File: src/rtl/scl_tg_pkg.sv
package scl_tg_pkg;

  typedef enum logic [1:0] {
    PH_IDLE = 2'd0,
    PH_LOW  = 2'd1,
    PH_WAIT = 2'd2,
    PH_HIGH = 2'd3
  } scl_phase_e;

  // Any non-zero select turns the generator on.
  function automatic logic sel_enabled(input logic [1:0] sel);
    return sel != 2'b00;
  endfunction

  // Codes 01 and 10 pick the oscillator-derived tick.
  function automatic logic sel_is_osc(input logic [1:0] sel);
    return (sel == 2'b01) || (sel == 2'b10);
  endfunction

  // Tick routed by a select code.
  function automatic logic route_tick(input logic [1:0] sel,
                                      input logic osc, input logic fix);
    logic t;
    case (sel)
      2'b01, 2'b10: t = osc;
      2'b11:        t = fix;
      default:      t = 1'b0;
    endcase
    return t;
  endfunction

  // True when a count value is the final one before a limit.
  function automatic logic at_last(input int unsigned cnt, input int unsigned limit);
    return (cnt + 1) == limit;
  endfunction

  function automatic int unsigned max3(input int unsigned a, input int unsigned b,
                                       input int unsigned c);
    int unsigned m;
    m = (a > b) ? a : b;
    return (m > c) ? m : c;
  endfunction

endpackage

File: src/rtl/scl_tick_src.sv
module scl_tick_src
  import scl_tg_pkg::*;
(
  input  logic       clk,
  input  logic       rst_n,
  input  logic       sclr,
  input  logic       load,
  input  logic       go_idle,
  input  logic [1:0] cfg_sel,
  input  logic       cfg_div,
  input  logic       osc_tick,
  input  logic       fix_tick,
  output logic       osc_mode,
  output logic       eff_tick
);

  logic [1:0] act_sel;
  logic       act_div;
  logic       half_q;
  logic       raw_tick;

  assign raw_tick = route_tick(act_sel, osc_tick, fix_tick);
  assign eff_tick = act_div ? (raw_tick & half_q) : raw_tick;
  assign osc_mode = sel_is_osc(act_sel);

  // Active configuration: taken only at a low-phase start, dropped on idle.
  always_ff @(posedge clk or negedge rst_n) begin
    if (!rst_n) begin
      act_sel <= 2'b00;
      act_div <= 1'b0;
    end else if (sclr || go_idle) begin
      act_sel <= 2'b00;
      act_div <= 1'b0;
    end else if (load) begin
      act_sel <= cfg_sel;
      act_div <= cfg_div;
    end
  end

  // Divide-by-two phase: toggles on every routed tick.
  always_ff @(posedge clk or negedge rst_n) begin
    if (!rst_n)        half_q <= 1'b0;
    else if (sclr)     half_q <= 1'b0;
    else if (raw_tick) half_q <= ~half_q;
  end

  // the active configuration moves only on a load, an idle return or a reset.
  a_r8_cfg_moves_on_load: assert property (@(posedge clk) disable iff (!rst_n)
    !$stable(act_sel) |-> $past(load || go_idle || sclr));

  // with halving on, a passed tick is never followed by a passed tick on the next raw tick.
  a_r5_alternate_pass: assert property (@(posedge clk) disable iff (!rst_n || sclr)
    (eff_tick && act_div && !load) |=> (raw_tick && act_div) |-> !eff_tick);

endmodule

File: src/rtl/scl_tick_counter.sv
module scl_tick_counter
  import scl_tg_pkg::*;
#(
  parameter int unsigned LIMIT = 96,
  parameter int unsigned CNT_W = 8
) (
  input  logic clk,
  input  logic rst_n,
  input  logic sclr,
  input  logic active,
  input  logic tick,
  output logic hit
);

  logic [CNT_W-1:0] cnt_q;
  logic             reached_q;
  logic             last;

  assign last = at_last(32'(cnt_q), LIMIT);
  assign hit  = reached_q | (active & tick & last);

  always_ff @(posedge clk or negedge rst_n) begin
    if (!rst_n) begin
      cnt_q     <= '0;
      reached_q <= 1'b0;
    end else if (sclr || !active) begin
      cnt_q     <= '0;
      reached_q <= 1'b0;
    end else if (tick && !reached_q) begin
      if (last) reached_q <= 1'b1;
      else      cnt_q     <= cnt_q + 1'b1;
    end
  end

  // the count never reaches its limit; completion is held in the sticky flag.
  a_r3_no_overflow: assert property (@(posedge clk) disable iff (!rst_n)
    int'(cnt_q) < int'(LIMIT));

  // once complete, the count stays complete while the phase lasts.
  a_r3_done_sticky: assert property (@(posedge clk) disable iff (!rst_n || sclr)
    (reached_q && active) |=> (reached_q || !active));

endmodule

File: src/rtl/scl_phase_fsm.sv
module scl_phase_fsm
  import scl_tg_pkg::*;
(
  input  logic       clk,
  input  logic       rst_n,
  input  logic       sclr,
  input  logic [1:0] cfg_sel,
  input  logic       osc_mode,
  input  logic       scl_in,
  input  logic       low_hit,
  input  logic       win_hit,
  input  logic       min_hit,
  output scl_phase_e phase,
  output logic       load,
  output logic       go_idle,
  output logic       drive_low,
  output logic       fall_stb,
  output logic       rise_stb
);

  scl_phase_e nxt;
  logic       seen_high;
  logic       high_done;

  assign high_done = win_hit & (min_hit | ~osc_mode);

  always_comb begin
    nxt       = phase;
    load      = 1'b0;
    go_idle   = 1'b0;
    seen_high = 1'b0;
    unique case (phase)
      PH_IDLE: if (sel_enabled(cfg_sel)) begin
        nxt  = PH_LOW;
        load = 1'b1;
      end
      PH_LOW: if (low_hit) nxt = PH_WAIT;
      PH_WAIT: if (scl_in) begin
        nxt       = PH_HIGH;
        seen_high = 1'b1;
      end
      PH_HIGH: if (high_done) begin
        if (sel_enabled(cfg_sel)) begin
          nxt  = PH_LOW;
          load = 1'b1;
        end else begin
          nxt     = PH_IDLE;
          go_idle = 1'b1;
        end
      end
      default: nxt = PH_IDLE;
    endcase
  end

  always_ff @(posedge clk or negedge rst_n) begin
    if (!rst_n) begin
      phase     <= PH_IDLE;
      drive_low <= 1'b0;
      fall_stb  <= 1'b0;
      rise_stb  <= 1'b0;
    end else if (sclr) begin
      phase     <= PH_IDLE;
      drive_low <= 1'b0;
      fall_stb  <= 1'b0;
      rise_stb  <= 1'b0;
    end else begin
      phase     <= nxt;
      drive_low <= (nxt == PH_LOW);
      fall_stb  <= load;
      rise_stb  <= seen_high;
    end
  end

  // the falling strobe marks the first cycle of a pull-down.
  a_r9_fall_at_edge: assert property (@(posedge clk) disable iff (!rst_n)
    fall_stb |-> (drive_low && !$past(drive_low)));

  // every new pull-down carries the falling strobe.
  a_r9_every_fall_marked: assert property (@(posedge clk) disable iff (!rst_n)
    $rose(drive_low) |-> fall_stb);

  // the rising strobe follows a high sample of the released line.
  a_r9_rise_after_high: assert property (@(posedge clk) disable iff (!rst_n)
    rise_stb |-> ($past(scl_in) && !drive_low));

  // strobes never coincide.
  a_r9_strobes_apart: assert property (@(posedge clk) disable iff (!rst_n)
    !(fall_stb && rise_stb));

  // while waiting on the line, the block neither drives nor marks a rise.
  a_r6_wait_released: assert property (@(posedge clk) disable iff (!rst_n)
    (phase == PH_WAIT && !scl_in) |=> !rise_stb);

  // a sampled software reset leaves the block idle and released.
  a_r10_held_reset: assert property (@(posedge clk) disable iff (!rst_n)
    $past(sclr) |-> (phase == PH_IDLE && !drive_low && !fall_stb && !rise_stb));

endmodule

File: src/rtl/scl_timing_gen.sv
module scl_timing_gen
  import scl_tg_pkg::*;
#(
  parameter int unsigned HIGH_TICKS     = 96,
  parameter int unsigned LOW_TICKS      = 144,
  parameter int unsigned MIN_HIGH_TICKS = 18
) (
  input  logic       clk,
  input  logic       rst_n,
  input  logic       soft_rst,
  input  logic [1:0] src_sel,
  input  logic       div2_en,
  input  logic       osc_tick,
  input  logic       fix_tick,
  input  logic       scl_in,
  output logic       scl_drive_low,
  output logic       scl_fall_stb,
  output logic       scl_rise_stb,
  output logic       running
);

  localparam int unsigned MAX_TICKS = max3(HIGH_TICKS, LOW_TICKS, MIN_HIGH_TICKS);
  localparam int unsigned CNT_W     = (MAX_TICKS < 2) ? 1 : $clog2(MAX_TICKS);
  localparam int unsigned N_CNT     = 3;
  localparam int unsigned IDX_LOW   = 0;
  localparam int unsigned IDX_WIN   = 1;
  localparam int unsigned IDX_MIN   = 2;

  scl_phase_e       phase;
  logic             load;
  logic             go_idle;
  logic             osc_mode;
  logic             eff_tick;
  logic [N_CNT-1:0] cnt_active;
  logic [N_CNT-1:0] cnt_hit;

  scl_tick_src u_src (
    .clk      (clk),
    .rst_n    (rst_n),
    .sclr     (soft_rst),
    .load     (load),
    .go_idle  (go_idle),
    .cfg_sel  (src_sel),
    .cfg_div  (div2_en),
    .osc_tick (osc_tick),
    .fix_tick (fix_tick),
    .osc_mode (osc_mode),
    .eff_tick (eff_tick)
  );

  // Phase windows: low length, high window from release, minimum high from line-high.
  assign cnt_active[IDX_LOW] = (phase == PH_LOW);
  assign cnt_active[IDX_WIN] = (phase == PH_WAIT) || (phase == PH_HIGH);
  assign cnt_active[IDX_MIN] = (phase == PH_HIGH);

  function automatic int unsigned limit_of(input int unsigned idx);
    case (idx)
      IDX_LOW: return LOW_TICKS;
      IDX_WIN: return HIGH_TICKS;
      default: return MIN_HIGH_TICKS;
    endcase
  endfunction

  for (genvar g = 0; g < N_CNT; g++) begin : g_cnt
    scl_tick_counter #(
      .LIMIT (limit_of(g)),
      .CNT_W (CNT_W)
    ) u_cnt (
      .clk    (clk),
      .rst_n  (rst_n),
      .sclr   (soft_rst),
      .active (cnt_active[g]),
      .tick   (eff_tick),
      .hit    (cnt_hit[g])
    );
  end

  scl_phase_fsm u_fsm (
    .clk       (clk),
    .rst_n     (rst_n),
    .sclr      (soft_rst),
    .cfg_sel   (src_sel),
    .osc_mode  (osc_mode),
    .scl_in    (scl_in),
    .low_hit   (cnt_hit[IDX_LOW]),
    .win_hit   (cnt_hit[IDX_WIN]),
    .min_hit   (cnt_hit[IDX_MIN]),
    .phase     (phase),
    .load      (load),
    .go_idle   (go_idle),
    .drive_low (scl_drive_low),
    .fall_stb  (scl_fall_stb),
    .rise_stb  (scl_rise_stb)
  );

  assign running = (phase != PH_IDLE);

  // an idle block never pulls the line.
  a_r1_idle_released: assert property (@(posedge clk) disable iff (!rst_n)
    !running |-> !scl_drive_low);

  // with the source off and the block idle, no falling edge follows.
  a_r2_off_quiet: assert property (@(posedge clk) disable iff (!rst_n)
    (!running && !sel_enabled(src_sel)) |=> !scl_fall_stb);

  // an oscillator-paced high phase is not ended before its minimum.
  a_r7_min_high: assert property (@(posedge clk) disable iff (!rst_n || soft_rst)
    (phase == PH_HIGH && osc_mode && !cnt_hit[IDX_MIN]) |=> !scl_drive_low);

  // a low phase does not end before its tick count completes.
  a_r3_low_full: assert property (@(posedge clk) disable iff (!rst_n || soft_rst)
    (phase == PH_LOW && !cnt_hit[IDX_LOW]) |=> scl_drive_low);

endmodule

File: config.mk
export PLATFORM = sky130hd
export DESIGN_NAME = scl_timing_gen
export DESIGN_NICKNAME = d
export VERILOG_FILES = /design/src/rtl/scl_tg_pkg.sv /design/src/rtl/scl_tick_src.sv /design/src/rtl/scl_tick_counter.sv /design/src/rtl/scl_phase_fsm.sv /design/src/rtl/scl_timing_gen.sv
export SDC_FILE = /design/constraint.sdc
export NUM_CORES = 1
export LEC_CHECK = 0
export ABC_AREA = 1
export BUFFER_PORTS_ARGS = -buffer_cell sky130_fd_sc_hd__buf_2
export CAP_MARGIN = 5
export CELL_PAD_IN_SITES_DETAIL_PLACEMENT = 1
export CELL_PAD_IN_SITES_GLOBAL_PLACEMENT = 2
export CORE_ASPECT_RATIO = 1.2
export CORE_UTILIZATION = 35
export DETAILED_ROUTE_END_ITERATION = 8
export MAX_ROUTING_LAYER = met4
export PLACE_DENSITY_LB_ADDON = 0.1
export SLEW_MARGIN = 20
export SYNTH_ARGS = -nofsm -noshare
export SYNTH_HDL_FRONTEND = slang
export SYNTH_SLANG_ARGS = --single-unit
File: constraint.sdc
create_clock -name clk -period 2.2 [get_ports clk]
set_input_delay 0.22 -clock clk [delete_from_list [all_inputs] [get_ports clk]]
set_output_delay 0.22 -clock clk [all_outputs]
set_load 0.005 [all_outputs]
==> results of run 1 <==
==> state kept, by name, indices dropped and copies added (netlist names) <==
name and cells:
u_src.act_div 1, g_cnt.u_cnt.cnt_q 24, u_src.half_q 1, u_fsm.fall_stb 1
u_fsm.rise_stb 1, u_fsm.drive_low 1, u_src.act_sel 2, u_fsm.phase 2
g_cnt.u_cnt.reached_q 3
==> synthesized netlist by cell type <==
cell | number | area, um^2
inv_1 | 45 | 168.9
o21ai_2 | 5 | 43.79
nand3_2 | 4 | 40.04
a31oi_1 | 1 | 6.260
o21bai_1 | 1 | 7.510
a21oi_1 | 6 | 30.03
nand3_1 | 32 | 160.2
inv_4 | 1 | 6.260
xor2_2 | 1 | 16.27
nor2_1 | 38 | 142.6
o21a_1 | 1 | 7.510
inv_2 | 1 | 3.750
nand2_1 | 72 | 270.3
nand4_1 | 10 | 62.56
o21ai_1 | 3 | 15.01
dfrtp_1 | 36 | 900.9
nor2_2 | 4 | 25.02
o21ai_0 | 12 | 60.06
o22ai_1 | 4 | 25.02
buf_6 | 1 | 11.26
ha_1 | 10 | 125.1
nor2_4 | 1 | 11.26
a211oi_1 | 3 | 22.52
xor2_1 | 2 | 17.52
nand3_4 | 1 | 17.52
a31o_2 | 1 | 8.760
a21oi_2 | 1 | 8.760
clkbuf_1 | 1 | 3.750
nand2_2 | 5 | 31.28
==> cells by family (layout without fill, tap and decap cells) <==
family / after synthesis / in the layout / synth area share
AO/OA/AOI/OAI: 38 / 38 / 0.1046
adder cells (fa/ha/maj): 10 / 10 / 0.05562
XOR/XNOR: 3 / 3 / 0.01502
flip-flops: 36 / 36 / 0.4004
buffers and inverters: 49 / 72 / 0.08620
AND/OR/NAND/NOR: 167 / 167 / 0.3382
==> worst paths after layout <==
path,to,slack (ns),start,depth (start not counted)
min reg2reg,g_cnt[1].u_cnt.reached_q,0.50,g_cnt[1].u_cnt.reached_q,2
max in group asynchronous,g_cnt[2].u_cnt.cnt_q[0],1.57,rst_n,1
min in group clk,u_fsm.rise_stb,0.16,scl_in,3
max reg2reg,u_src.act_sel[1],0.21,g_cnt[1].u_cnt.cnt_q[0],13
max,u_src.act_sel[1],0.21,g_cnt[1].u_cnt.cnt_q[0],13
min,u_fsm.fall_stb,0.04,rst_n,1
==> repair_timing <==
item,CTS,global route
resized for setup,0,4
endpoints found under the setup margin,0,15
setup buffers,0,3
==> layout make-up <==
class,instances,area (um^2)
fillers,823,3592
multi-input cells,218,1162
flip-flops and latches,36,902.1
inverters,47,178.9
well taps,82,102.6
repair buffers,17,97.59
clock buffers,6,82.58
clock inverters,2,10.01
==> metrics by stage <==
step,hold WS [ns],worst slack (ns),utilization,instances
floorplan,-0.07559,0.4702,-,303
detailed placement,0.3867,0.1417,0.3936,397
finish,0.03734,0.2079,0.4138,408
global placement,0.3818,0.1874,0.3936,397
global route,0.1136,0.01086,0.4138,408
CTS,0.06892,0.1257,0.4087,405
==> where the power goes <==
part	internal, mW	switching (mW)
registers	0.720	0.0415
logic	0.225	0.382
clock network	0.250	0.245
total	1.19	0.668
==> critical path, stage by stage (launching register included) <==
cell and delay (ns):
dfrtp_1 0.42, ha_1 0.23, nand2_1 0.13, inv_1 0.09, nand3_1 0.09, nand2_1 0.07, nor2_1 0.19, nand4_1 0.11
nand2_1 0.13, nand3_1 0.10, nand2_2 0.10, nand2_2 0.08, nand3_1 0.09, nand2_1 0.05
==> metal layers <==
layer | share of wire | routed length (um) | vias to the layer above
li1 | - | - | 1021
met5 | 0 | 0 | -
met2 | 0.50 | 2523 | 10
met4 | 0.012 | 61 | 0
met3 | 0.016 | 80 | 7
met1 | 0.48 | 2418 | 943
==> results.md, run 1 <==
- Per-cell routed wire length: 12.46 um
- Routed vias: ~2000
- CP Data Required Time: 2.38 ns
- Sequential share of the synthesized area: 0.4004
- Synthesized flop and latch total: 36
- GRT Residual Overflow: 0
- IO Pins: 13
- Busiest grt layer: met2
- Area Overhead vs Synth: 12.74%
- Power Density: approximately 730 nW/um^2
- P_leak: approximately 1.2 nW
- Instance area at placement: 2412 um^2
- Clk_skew: 0.005332 ns
- Vias in the first global route: 2060
- Fin crit period: between 1.5 and 2 ns
- Critical Path Source Type: flop
- Worst-margin pin slew: between 0.8 and 0.9 ns
- CP Class: reg2reg
- Crit path max fanout: 5
- Die height: 89.83 um
- Gp weighted congestion: 0.7353
- Setup violation total in the final timing report: 0
- Synth unique cells: 29
- Maxcap violations: 0
- Final count of pins violating max slew: 0
- Final hold violation count: 0
- Row count: 31
- Largest net degree at the start of global routing: 37
- Post-CTS Hold Buffers: 0
- Reg clk slew, reported paths: 0.08 ns
- DRT Pass-1 Iters: 4
- Commonest non-fill, non-tap cell in the layout: nand2_1
- Rel. slew slack: 0.4241
- Warnings from Yosys: 0
- DIE AREA: approximately 6800 um^2
- Vias per cell: 4.855
- Cell Area, Synth: between 2000 and 2500 um^2
- First-pass GRT wire length: a little over 9 mm
- CTS H-tree lvls: 2
- Max Freq: about 500 MHz
- DR iter-0 viols: 45
- Layout cells sized above 1: 0.1656
- Die width: between 70 and 80 um
- Initial Utilization: 0.3671
- Critical Path AT: 2.17 ns
- Status: completed
- Hold WC Path Type: in2async
- Nets: 344
- Worst setup EP type: flop
- Number of port buffers: 12
- Fin area: between 2000 and 3000 um^2
- Syn nets: 322
- DRC: 0
- RSZ-0062 raised after global routing: no
- Core Area: 6128 um^2
- Clock insertion delay at the later pin of the skew report: 0.29 ns
- Most frequent cells in the layout: nand2_1, inv_1, nor2_1
- Synth Instances: ~300
- Pwr Total: 1.863 mW
- Clock sinks: 36
- CTS Buf Count: 5
- DRT Wirelength: 5.084 mm
- Detail Placement HPWL: 3.901 mm
- Clock Path Buffers: 2
- Diode count: 0
- Initial antenna violation count: 0
- Tcrit/Tclk final: 0.9055
- CTS tree: done
- Met1 usage: 0.2229
- GRT Overall Usage: 0.1774
- Final TNS setup: 0 ns
- Met2 usage: 0.2875
- Syn_area_per_cell: 7.425 um^2
- Clock root cell: clkbuf_8
- Post-route ant nets: 0
- Max IR drop VDD: a little over 0.4 mV
- GR Util met3: 0.03363
(Power assumes the default switching activity.)
==> run 2, diff against run 1 <==
ABC_AREA = not set   (was 1)
CORE_UTILIZATION = 39   (was 35)
==> run 2 against run 1 <==
The flow now finishes with violations (setup timing). Sequential power fell by 11%. Die area fell by 18%. Flip-flop and latch count did not move. Worst hold slack got worse by 0.014 ns. Via count fell by 16%. Sequential share of layout area fell by 0.47 points. Clock-buffer cell count did not move.
==> results.md, run 2 <==
- WHS: 0.02300 ns (-0.01434 ns)
- Sequential share of the synthesized area: 0.4382 (+0.03778)
- Top reg by flops: g_cnt.u_cnt.cnt_q
- Fin crit period: 2.209 ns (+0.2166 ns)
- Clock insertion delay at the later pin of the skew report: 0.29 ns (about the same)
- Largest regs: g_cnt.u_cnt.cnt_q x24, g_cnt.u_cnt.reached_q x3
- IO Pins: 13 (unchanged)
- CTS H-tree lvls: 2 (unchanged)
- Seq pwr share: 0.517 (+0.108)
- CP Data Required Time: 2.42 ns (+0.04 ns)
- Hold WC Path Type: in2async
- Crit path max fanout: 4 (-1)
- Reg2reg setup slack: -0.009 ns (-0.22 ns)
- Critical Path Source Type: flop
- Failing checks: setup timing
- Post-synth ARST share: 1.000 (unchanged)
- Largest net degree at the start of global routing: 37 (unchanged)
- Max IR drop VDD: 0.2505 mV (-39%)
- Reg clk slew, reported paths: 0.08 ns (about the same)
- DR iter-0 viols: 42 (-6.7%)
- DRT Wirelength: 4.945 mm (-2.7%)
- Number of flops mapped to enable cells by yosys: 0 (unchanged)
- Vias in the first global route: 1777 (-14%)
- Critical Path AT: 2.43 ns (+0.26 ns)
- CP Class: reg2reg
- Clock root cell: clkbuf_8
- DRT Pass-1 Iters: 4 (unchanged)
- Number of port buffers: 12 (unchanged)
- Initial antenna violation count: 0 (unchanged)
- Comb power frac: 0.103 (-0.223)
- Initial Utilization: 0.4103 (+0.04325)
- Layout cells sized above 1: 0.2840 (+0.1184)
- DIE AREA: 5566 um^2 (-18%)
- Status: complete, but fails checks
- CTS tree: done
- Synth Flop Type: dfrtp_1
- Synth unique cells: 43 (+48%)
- RSZ-0062 raised after global routing: yes
- Core Area: 5010 um^2 (-18%)
- Final TNS setup: -0.008708 ns (-0.008708 ns)
- Routed vias: 1671 (-16%)
- Max reg flops: 24 (unchanged)
- Final count of pins violating max slew: 0 (unchanged)
- Maxcap violations: 0 (unchanged)
- Vias per cell: 5.390 (+11%)
- P_leak: 1.081 nW (-7.4%)
- Setup violation total in the final timing report: 1 (+1)
- Post-route ant nets: 0 (unchanged)
- DRC: 0 (unchanged)
- Share of the synthesized area in the top cell type: 0.4382 (+0.03778)
- Clk pwr share: 0.380 (+0.114)
- Fill cells: 597 (-27%)
- Row count: 28 (-9.7%)
- Gp weighted congestion: 0.7735 (+5.2%)
- Max Freq: 452.8 MHz (-9.8%)
- CTS Buf Count: 5 (unchanged)
- Synth Instances: 207 (-32%)
- Core Util, Final: 0.5145 (+0.1006)
- Nets: 268 (-22%)
- Area of the multi-input gates: 1216 um^2 (+4.6%)
- First-pass GRT wire length: 8.128 mm (-11%)
- Switching pwr: 0.3342 mW (-50%)
- Synth top area cells: dfrtp_1, xor2_1, nor2_1, ha_1, nand2_1
- Syn_area_per_cell: 9.931 um^2 (+34%)
- Syn nets: 226 (-30%)
- Area Overhead vs Synth: 25.38%
- Dominant cell type by area after synthesis: dfrtp_1
- Diode count: 0 (unchanged)
- GRT Overall Usage: 0.2039 (+0.02648)
- Commonest non-fill, non-tap cell in the layout: nor2_1
- Die height: 81.53 um (-9.2%)
- Warnings from Yosys: 0 (unchanged)
- Per-cell routed wire length: 15.95 um (+28%)
- Worst-margin pin slew: 0.8251 ns (-0.03870 ns)
- Die width: 68.28 um (-9.2%)
- Top-count cell post-synth: nor2_1
- Post-CTS Hold Buffers: 0 (unchanged)
- Pint: 0.9793 mW (-18%)
- Sw Share: 0.2544 (-0.1043)
- Commonest cells post-synth: nor2_1, dfrtp_1, xor2_1
- Tcrit/Tclk final: 1.004 (+0.09847)
- Detail Placement HPWL: 3.538 mm (-9.3%)
- Clock sinks: 36 (unchanged)
- Pwr Total: 1.313 mW (-30%)
- Rel. slew slack: 0.4499 (+0.02580)
- Clock Path Buffers: 2 (unchanged)
- Non-Filler Instances: 310 (-24%)
- Worst setup EP type: flop
- Cell Area, Synth: 2056 um^2 (-8.6%)
- Most frequent cells in the layout: nor2_1, dfrtp_1, buf_4
- Power Density: 509.6 nW/um^2 (-31%)
- GRT Residual Overflow: 0 (unchanged)
- FF+latch area: 904.6 um^2 (+0.28%)
- Placed insts: 297 (-25%)
- Synthesized flop and latch total: 36 (unchanged)
- Setup ws final: -0.008708 ns (-0.2166 ns)
- Clk_skew: 0.009571 ns (+0.004239 ns)
- Final hold violation count: 0 (unchanged)
[run 2: critical path, stage by stage, from the launching register on]
cell	delay [ns]
dfrtp_2	0.45
buf_4	0.15
a21bo_1	0.17
a41oi_2	0.22
nor4b_4	0.08
buf_4	0.16
a211oi_4	0.24
or3b_4	0.42
xor2_2	0.15
nor2_1	0.10
[run 2: repair_timing]
action / in CTS / in global routing
setup endpoints to repair: 9 / 8
pin swaps: 7 / 7
setup buffers: 2 / 3
gates resized for setup: 12 / 9
cloned: 0 / 0
[run 2: kinds of logic (layout without fill, tap and decap cells)]
family          Yosys count  count (layout)  synth area share
compound gates           34              34            0.1376
xor+xnor                 23              23           0.09799
fa+ha+maj                10              10           0.06086
buf+inv                  12              55           0.02191
flops                    36              36            0.4382
mux                       3               3           0.01522
simple gates             89              89            0.2283
[run 2: worst paths after layout]
path                                              start                 endpoint  cells past startpoint
worst max-delay path            g_cnt[2].u_cnt.cnt_q[1]  g_cnt[2].u_cnt.cnt_q[6]                      9
min in group clk                               soft_rst             u_src.half_q                      2
worst max register to register  g_cnt[2].u_cnt.cnt_q[1]  g_cnt[2].u_cnt.cnt_q[6]                      9
max in group asynchronous                         rst_n  g_cnt[2].u_cnt.cnt_q[1]                      1
worst min register to register             u_src.half_q             u_src.half_q                      2
worst min-delay path                              rst_n  g_cnt[1].u_cnt.cnt_q[7]                      1
[run 2: metal layers]
metal,track usage,part of all wire,up-vias
li1,-,-,811
met3,0.04583,0.020,4
met4,0.06667,0.0081,0
met5,-,0,-
met2,0.3539,0.53,15
met1,0.2270,0.44,841
[run 2: power groups by stage]
| stage | clock network (mW) | logic [mW] | registers [mW] |
|---|---|---|---|
| 6_report | 0.499 | 0.136 | 0.679 |
| 2_1_floorplan | 0 | 0.0598 | 0.691 |
| 3_5_place_dp | 0 | 0.121 | 0.692 |
| 5_1_grt | 0.544 | 0.151 | 0.680 |
| 4_1_cts | 0.519 | 0.134 | 0.679 |
| 3_3_place_gp | 0 | 0.115 | 0.691 |
[run 2: area by class of cell]
type,count,share of cell area
Clock buffer,6,0.03204
Clock inverter,2,0.003883
Inverter,12,0.01748
Multi-Input combinational cell,159,0.4718
Sequential cell,36,0.3510
Tap cell,60,0.02913
Timing Repair Buffer,35,0.09466
[run 2: stage by stage]
stage / instance area [um^2] / setup WS [ns]
2_1_floorplan: 2069 / 0.006982
3_3_place_gp: 2340 / -0.04166
3_5_place_dp: 2340 / -0.2257
4_1_cts: 2515 / 0.001337
5_1_grt: 2577 / -0.1021
6_report: 2577 / -0.008708
